<file path="src/rtl/pom_pkg.sv">
package pom_pkg;

  typedef enum logic [1:0] {
    DEC_IDLE   = 2'd0,
    DEC_LOCAL  = 2'd1,
    DEC_REMOTE = 2'd2,
    DEC_TRAP   = 2'd3
  } pom_dec_e;

  // Outcome of one lookup from match facts.
  function automatic pom_dec_e pom_decide(input logic req, input logic hit,
                                          input logic own_local, input logic wr,
                                          input logic rep);
    if (!req) return DEC_IDLE;
    if (!hit || (wr && rep)) return DEC_TRAP;
    if (own_local) return DEC_LOCAL;
    return DEC_REMOTE;
  endfunction

  // Round-robin successor of slot p in a table of n slots.
  function automatic int unsigned pom_wrap_inc(input int unsigned p, input int unsigned n);
    return (p + 1 >= n) ? 0 : p + 1;
  endfunction

endpackage

</file>
<file path="src/rtl/pom_victim_ptr.sv">
module pom_victim_ptr #(
  parameter int ENTRIES = 8,
  localparam int IDX_W = (ENTRIES > 1) ? $clog2(ENTRIES) : 1
) (
  input  logic             clk,
  input  logic             rst_n,
  input  logic             clear_i,
  input  logic             adv_i,
  output logic [IDX_W-1:0] ptr_o
);
  import pom_pkg::*;

  logic [IDX_W-1:0] ptr_q;

  always_ff @(posedge clk or negedge rst_n) begin
    if (!rst_n)       ptr_q <= '0;
    else if (clear_i) ptr_q <= '0;
    else if (adv_i)   ptr_q <= IDX_W'(pom_wrap_inc(32'(ptr_q), ENTRIES));
  end

  assign ptr_o = ptr_q;


  ptr_clear_chk: assert property (@(posedge clk) disable iff (!rst_n)
    clear_i |=> ptr_q == '0);

  ptr_wrap_chk: assert property (@(posedge clk) disable iff (!rst_n)
    (adv_i && !clear_i && ptr_q == IDX_W'(ENTRIES-1)) |=> ptr_q == '0);

  ptr_hold_chk: assert property (@(posedge clk) disable iff (!rst_n)
    (!adv_i && !clear_i) |=> $stable(ptr_q));
endmodule

</file>
<file path="src/rtl/pom_entry_array.sv">
module pom_entry_array #(
  parameter int ENTRIES = 8,
  parameter int VPN_W   = 20,
  parameter int ID_W    = 4,
  localparam int IDX_W = (ENTRIES > 1) ? $clog2(ENTRIES) : 1
) (
  input  logic               clk,
  input  logic               rst_n,
  input  logic               inv_i,
  input  logic               wr_en_i,
  input  logic [IDX_W-1:0]   wr_idx_i,
  input  logic [VPN_W-1:0]   wr_vpn_i,
  input  logic [ID_W-1:0]    wr_owner_i,
  input  logic               wr_rep_i,
  input  logic [VPN_W-1:0]   rd_vpn_i,
  output logic               rd_hit_o,
  output logic [ID_W-1:0]    rd_owner_o,
  output logic               rd_rep_o,
  output logic               fl_hit_o,
  output logic [IDX_W-1:0]   fl_idx_o,
  output logic [ENTRIES-1:0] valid_o
);
  logic [ENTRIES-1:0] vld_q;
  logic [VPN_W-1:0]   vpn_q [ENTRIES];
  logic [ID_W-1:0]    own_q [ENTRIES];
  logic [ENTRIES-1:0] rep_q;
  logic [ENTRIES-1:0] rd_match, fl_match;

  for (genvar g = 0; g < ENTRIES; g++) begin : g_slot
    assign rd_match[g] = vld_q[g] && (vpn_q[g] == rd_vpn_i);
    assign fl_match[g] = vld_q[g] && (vpn_q[g] == wr_vpn_i);

    always_ff @(posedge clk or negedge rst_n) begin
      if (!rst_n) begin
        vld_q[g] <= 1'b0;
        vpn_q[g] <= '0;
        own_q[g] <= '0;
        rep_q[g] <= 1'b0;
      end else if (inv_i) begin
        vld_q[g] <= 1'b0;
      end else if (wr_en_i && wr_idx_i == IDX_W'(g)) begin
        vld_q[g] <= 1'b1;
        vpn_q[g] <= wr_vpn_i;
        own_q[g] <= wr_owner_i;
        rep_q[g] <= wr_rep_i;
      end
    end
  end

  always_comb begin
    rd_owner_o = '0;
    rd_rep_o   = 1'b0;
    fl_idx_o   = '0;
    for (int i = 0; i < ENTRIES; i++) begin
      if (rd_match[i]) begin
        rd_owner_o = own_q[i];
        rd_rep_o   = rep_q[i];
      end
      if (fl_match[i]) fl_idx_o = IDX_W'(i);
    end
  end

  assign rd_hit_o = |rd_match;
  assign fl_hit_o = |fl_match;
  assign valid_o  = vld_q;


  inv_clears_chk: assert property (@(posedge clk) disable iff (!rst_n)
    inv_i |=> vld_q == '0);

  no_dup_chk: assert property (@(posedge clk) disable iff (!rst_n)
    $onehot0(rd_match));
endmodule

</file>
<file path="src/rtl/page_owner_map.sv">
module page_owner_map #(
  parameter int VPN_W   = 20,
  parameter int TILES   = 16,
  parameter int ENTRIES = 8,
  localparam int ID_W  = (TILES > 1) ? $clog2(TILES) : 1,
  localparam int IDX_W = (ENTRIES > 1) ? $clog2(ENTRIES) : 1
) (
  input  logic             clk,
  input  logic             rst_n,
  input  logic [ID_W-1:0]  my_tile_i,
  input  logic             lk_valid_i,
  input  logic [VPN_W-1:0] lk_vpn_i,
  input  logic             lk_write_i,
  output logic             lk_hit_o,
  output logic [ID_W-1:0]  lk_owner_o,
  output logic             lk_local_o,
  output logic             lk_abort_o,
  output logic             lk_trap_o,
  output logic             rq_valid_o,
  output logic [VPN_W-1:0] rq_vpn_o,
  output logic [ID_W-1:0]  rq_dest_o,
  input  logic             fill_valid_i,
  input  logic [VPN_W-1:0] fill_vpn_i,
  input  logic [ID_W-1:0]  fill_owner_i,
  input  logic             fill_replica_i,
  input  logic             inv_all_i
);
  import pom_pkg::*;

  logic               arr_hit, arr_rep, fl_hit, fill_go, alloc_go;
  logic [ID_W-1:0]    arr_owner;
  logic [IDX_W-1:0]   fl_idx, victim, wr_idx;
  logic [ENTRIES-1:0] valid_vec;
  logic               hit_eff;
  pom_dec_e           dec;

  assign fill_go  = fill_valid_i && !inv_all_i;
  assign alloc_go = fill_go && !fl_hit;
  assign wr_idx   = fl_hit ? fl_idx : victim;

  pom_victim_ptr #(.ENTRIES(ENTRIES)) u_ptr (
    .clk(clk), .rst_n(rst_n), .clear_i(inv_all_i), .adv_i(alloc_go), .ptr_o(victim)
  );

  pom_entry_array #(.ENTRIES(ENTRIES), .VPN_W(VPN_W), .ID_W(ID_W)) u_arr (
    .clk(clk), .rst_n(rst_n), .inv_i(inv_all_i),
    .wr_en_i(fill_go), .wr_idx_i(wr_idx), .wr_vpn_i(fill_vpn_i),
    .wr_owner_i(fill_owner_i), .wr_rep_i(fill_replica_i),
    .rd_vpn_i(lk_vpn_i), .rd_hit_o(arr_hit), .rd_owner_o(arr_owner), .rd_rep_o(arr_rep),
    .fl_hit_o(fl_hit), .fl_idx_o(fl_idx), .valid_o(valid_vec)
  );

  assign hit_eff = arr_hit && !inv_all_i;
  assign dec = pom_decide(lk_valid_i, hit_eff, arr_owner == my_tile_i, lk_write_i, arr_rep);

  assign lk_hit_o   = lk_valid_i && hit_eff;
  assign lk_owner_o = lk_hit_o ? arr_owner : '0;
  assign lk_local_o = (dec == DEC_LOCAL);
  assign rq_valid_o = (dec == DEC_REMOTE);
  assign lk_abort_o = rq_valid_o;
  assign lk_trap_o  = (dec == DEC_TRAP);
  assign rq_vpn_o   = rq_valid_o ? lk_vpn_i : '0;
  assign rq_dest_o  = rq_valid_o ? arr_owner : '0;


  one_outcome_chk: assert property (@(posedge clk) disable iff (!rst_n)
    lk_valid_i |-> $countones({lk_local_o, rq_valid_o, lk_trap_o}) == 1);

  idle_quiet_chk: assert property (@(posedge clk) disable iff (!rst_n)
    !lk_valid_i |-> !(lk_hit_o || lk_local_o || rq_valid_o || lk_trap_o || lk_abort_o));

  remote_dest_chk: assert property (@(posedge clk) disable iff (!rst_n)
    rq_valid_o |-> (rq_dest_o != my_tile_i && lk_abort_o && rq_vpn_o == lk_vpn_i));

  replica_write_chk: assert property (@(posedge clk) disable iff (!rst_n)
    (lk_valid_i && lk_write_i && hit_eff && arr_rep) |-> lk_trap_o);

  inv_miss_chk: assert property (@(posedge clk) disable iff (!rst_n)
    inv_all_i |-> !lk_hit_o);

  reset_empty_chk: assert property (@(posedge clk) disable iff (!rst_n)
    $rose(rst_n) |-> valid_vec == '0);
endmodule

</file>
<file path="config.mk">
export PLATFORM = sky130hd
export DESIGN_NAME = page_owner_map
export DESIGN_NICKNAME = d
export VERILOG_FILES = /design/src/rtl/pom_pkg.sv /design/src/rtl/pom_victim_ptr.sv /design/src/rtl/pom_entry_array.sv /design/src/rtl/page_owner_map.sv
export SDC_FILE = /design/constraint.sdc
export NUM_CORES = 1
export LEC_CHECK = 0
export ABC_AREA = 1
export BUFFER_PORTS_ARGS = -buffer_cell sky130_fd_sc_hd__buf_4
export CAP_MARGIN = 20
export CORE_MARGIN = 2
export CORE_UTILIZATION = 64
export DETAILED_ROUTE_END_ITERATION = 16
export PLACE_DENSITY = 0.83
export SYNTH_ARGS = -nofsm -noshare
export SYNTH_HDL_FRONTEND = slang
export SYNTH_SLANG_ARGS = --single-unit
export TNS_END_PERCENT = 20
</file>
<file path="constraint.sdc">
create_clock -name clk -period 6.7 [get_ports clk]
set_input_delay 0.335 -clock clk [delete_from_list [all_inputs] [get_ports clk]]
set_output_delay 0.335 -clock clk [all_outputs]
set_load 0.02 [all_outputs]
</file>
==> flow_metrics.env <==
export IMPL_outcome="finished clean"
export IMPL_finalSetupViolations=0
export IMPL_peakVddDrop_v=0.000267
export IMPL_ys_seq_elements=211
export IMPL_p_leak_nw=7.60
export IMPL_vias=15700
export IMPL_r2r_cells=10
export IMPL_syn2layout_area_growth_pct=6.28
export IMPL_grt_pass1_wl_mm=91.0
export IMPL_dp_cells=2246
export IMPL_drc=0
export IMPL_start_util=0.645
export IMPL_clkSinkCount=211
export IMPL_ys_dominant_reg_cell="dfrtp_1"
export IMPL_final_common_cell="nand2_1"
export IMPL_crit_slowest_cell="dfrtp_1"
export IMPL_holdCritPathClass="in -> reg"
export IMPL_yosysUniqueCellTypes=50
export IMPL_cpPeakStageDelay_ps=430
export IMPL_crit_path_end="rq_vpn_o[16]"
export IMPL_gp_congestion=1.05
export IMPL_firstDrtPassIters=9
export IMPL_antenna_found_initial=1
export IMPL_synth_top_area_frac=0.365
export IMPL_fin_crit_sh=0.627
export IMPL_avgSynthCellArea_sq_um=7.20
export IMPL_synth_top_area_cell="dfrtp_1"
export IMPL_crit_path_start_kind="flop"
export IMPL_maxSlewHeadroom=0.267
export IMPL_power_density_nw_per_um2=278
export IMPL_fp_coreArea_sq_um=22400
export IMPL_drive_gt1_frac=0.116
export IMPL_dr_first_iter_drc_count=2374
export IMPL_ctsHoldBuffers=1
export IMPL_path_cells="inv_1 > nand2_1 > nand2_1 > nor2_1 > nand2_1 > nor2_2 > nand3_4 > a21oi_4 > nand2_1 > nand2_1 > nand2_1 > nand2_1 > nand2_1 > nand2_1 > nand2_2 > nand2_1 > nand2_1 > nor2_2 > nand2_4 > nand2_4 > nor2_1 > buf_4"
export IMPL_cts_made_buffers=24
export IMPL_reg2reg_from="u_arr.vpn_q[68]$_DFFE_PN0P_"
export IMPL_arrival_ps=3860
export IMPL_die_y_um=154
export IMPL_highest_layer="met4"
export IMPL_worstSetupEndpointType="primary output"
export IMPL_num_rows=55
export IMPL_timing_final_ws_setup_ps=2500
export IMPL_timing_fmax_mhz=238
export IMPL_postCtsSetupRepairBufs=0
export IMPL_clkTransAtPathRegs_ps=60
export IMPL_rsz0062_at_grt="no"
export IMPL_synth_edf_count=0
export IMPL_final_cell_mix="nand2_1, nand4_1, dfrtp_1, nor2_1, inv_1"
export IMPL_fin_cells=2291
export IMPL_port_buffers=87
export IMPL_cp_max_fo=25
export IMPL_fin_skew_ps=9.21
export IMPL_finalNetCount=2044
export IMPL_hpwl_mm=38.7
export IMPL_finalMaxSlewViolations=0
export IMPL_async_reset_ff_frac=1.00
export IMPL_met2_length_mm=24.3
export IMPL_met1_length_mm=22.1
export IMPL_root_buffer="clkbuf_16"
export IMPL_dp_slack_ps=2700
export IMPL_die_w_um=154
export IMPL_grt_pass1_vias=14500
export IMPL_cts_tree="built"
export IMPL_grt_use_total=0.511
export IMPL_htree_levels=1
export IMPL_yosys_warnings=0
export IMPL_syn_nets=2065
export IMPL_worstMarginPinSlew_ps=1100
export IMPL_drt_wirelength_per_cell_um=26.8
export IMPL_grt_max_degree=137
export IMPL_finalCriticalPeriod_ps=4200
export IMPL_crit_top_cell="nand2_1"
export IMPL_wl_mm=61.5
export IMPL_clock_path_buffers=3
export IMPL_clock_latency_ps=550
export IMPL_ctsResizeCount=0
export IMPL_fin_util=0.685
export IMPL_cp_startpoint="u_arr.vpn_q[137]$_DFFE_PN0P_"
export IMPL_finalHoldViolCount=0
export IMPL_postPlaceCellArea_sq_um=14600
export IMPL_gr_total_overflow=0
export IMPL_vias_per_cell=6.86
export IMPL_criticalPathCategory="reg -> out"
export IMPL_io_pins=88
export IMPL_tns_ps=0
export IMPL_syn_inst=2009
export IMPL_syn_area_sq_um=14500
export IMPL_route_met3_wl_mm=9.92
export IMPL_required_ps=6360
export IMPL_seq_area_frac_synth=0.365
export IMPL_detail_route_antenna_nets=0
export IMPL_rr_endpoint="u_arr.vpn_q[137]$_DFFE_PN0P_"
export IMPL_r2r_slack_ps=2850
export IMPL_fillerInstances=1977
export IMPL_maxCapViolations=0
export IMPL_yosys_top_cells_area="dfrtp_1, nand2_1, nand4_1"
export IMPL_fin_area_sq_um=15400
export IMPL_die_area_sq_um=23800
## per-stage QoR
step | power (mW) | hold slack [ps]
after floorplan | 2.49 | 39.4
after global placement | 2.80 | 451
after detailed placement | 2.83 | 459
after CTS | 4.19 | 129
after global routing | 4.41 | 156
final | 4.27 | 133
## kinds of logic (layout without fill, tap and decap cells)
kind of cell | count (synthesis) | after routing | synth area share
other | 0 | 1 | 0
buffers and inverters | 306 | 302 | 0.111
and+or+nand+nor | 1201 | 1201 | 0.378
adders and majority gates | 1 | 1 | 0.000865
xor gates and xnor gates | 85 | 85 | 0.0515
muxes | 1 | 1 | 0.000778
AOI/OAI and AO/OA | 204 | 204 | 0.0927
DFF | 211 | 211 | 0.365
## where the power goes
group          leakage, nW  switching (mW)  total [mW]  internal [mW]
registers             2.82           0.305        1.81           1.50
clock network        0.395           0.571        1.38          0.812
logic                 4.39           0.722        1.08          0.359
## state kept, by name, indices dropped and copies added, names as in the netlist
signal         cells
u_arr.own_q       32
u_arr.rep_q        8
u_ptr.ptr_o        3
u_arr.vpn_q      160
u_arr.valid_o      8
## synthesized netlist by cell type (10+ instances only)
cell type,count
nand2_1,743
nand4_1,218
dfrtp_1,211
nor2_1,129
inv_1,119
o22ai_1,87
buf_2,86
xnor2_1,57
inv_2,39
o21ai_0,34
buf_6,30
nand3_1,29
buf_4,28
xor2_1,28
o21ai_1,20
nor2_2,17
nor4_1,15
a21oi_1,14
o2111ai_1,12
a221oi_1,10
nand3_4,10
nor3_1,10
## metal layers
metal	global-route usage	vias to the layer above
met2	0.709	1396
li1	-	6632
met4	0.336	0
met3	0.157	333
met5	0	-
met1	0.690	7352
## critical path: cells and delay by family (launching register included)
| kind | cells | cell delay, ps |
|---|---|---|
| buffers and inverters | 2 | 300 |
| AO/OA/AOI/OAI | 1 | 240 |
| AND/OR/NAND/NOR | 19 | 2340 |
| flip-flops | 1 | 430 |
## cell type report
type                            instances  area (sq um)  area share
Sequential cell                       211          5280       0.343
Clock buffer                           36           717      0.0466
Inverter                              160           603      0.0392
Antenna cell                            1          2.50    0.000163
Multi-Input combinational cell       1492          7580       0.493
Timing Repair Buffer                   99           753      0.0490
Tap cell                              285           357      0.0232
Clock inverter                          7          87.6     0.00570
## worst min-delay path by stage
stage | slack (ps) | to | start | cells past startpoint
floorplan | 40 | u_arr.own_q[0]$_DFFE_PN0P_ | rst_n | 0
global placement | 450 | u_arr.rep_q[7]$_DFFE_PN0P_ | u_arr.rep_q[7]$_DFFE_PN0P_ | 2
detailed placement | 460 | u_arr.own_q[3]$_DFFE_PN0P_ | u_arr.own_q[3]$_DFFE_PN0P_ | 2
CTS | 130 | u_arr.rep_q[4]$_DFFE_PN0P_ | fill_replica_i | 3
global route | 160 | u_arr.valid_o[2]$_DFFE_PN0P_ | inv_all_i | 2
finish | 130 | u_arr.own_q[11]$_DFFE_PN0P_ | fill_owner_i[3] | 3
No activity file was read; power rests on OpenSTA's default activity.
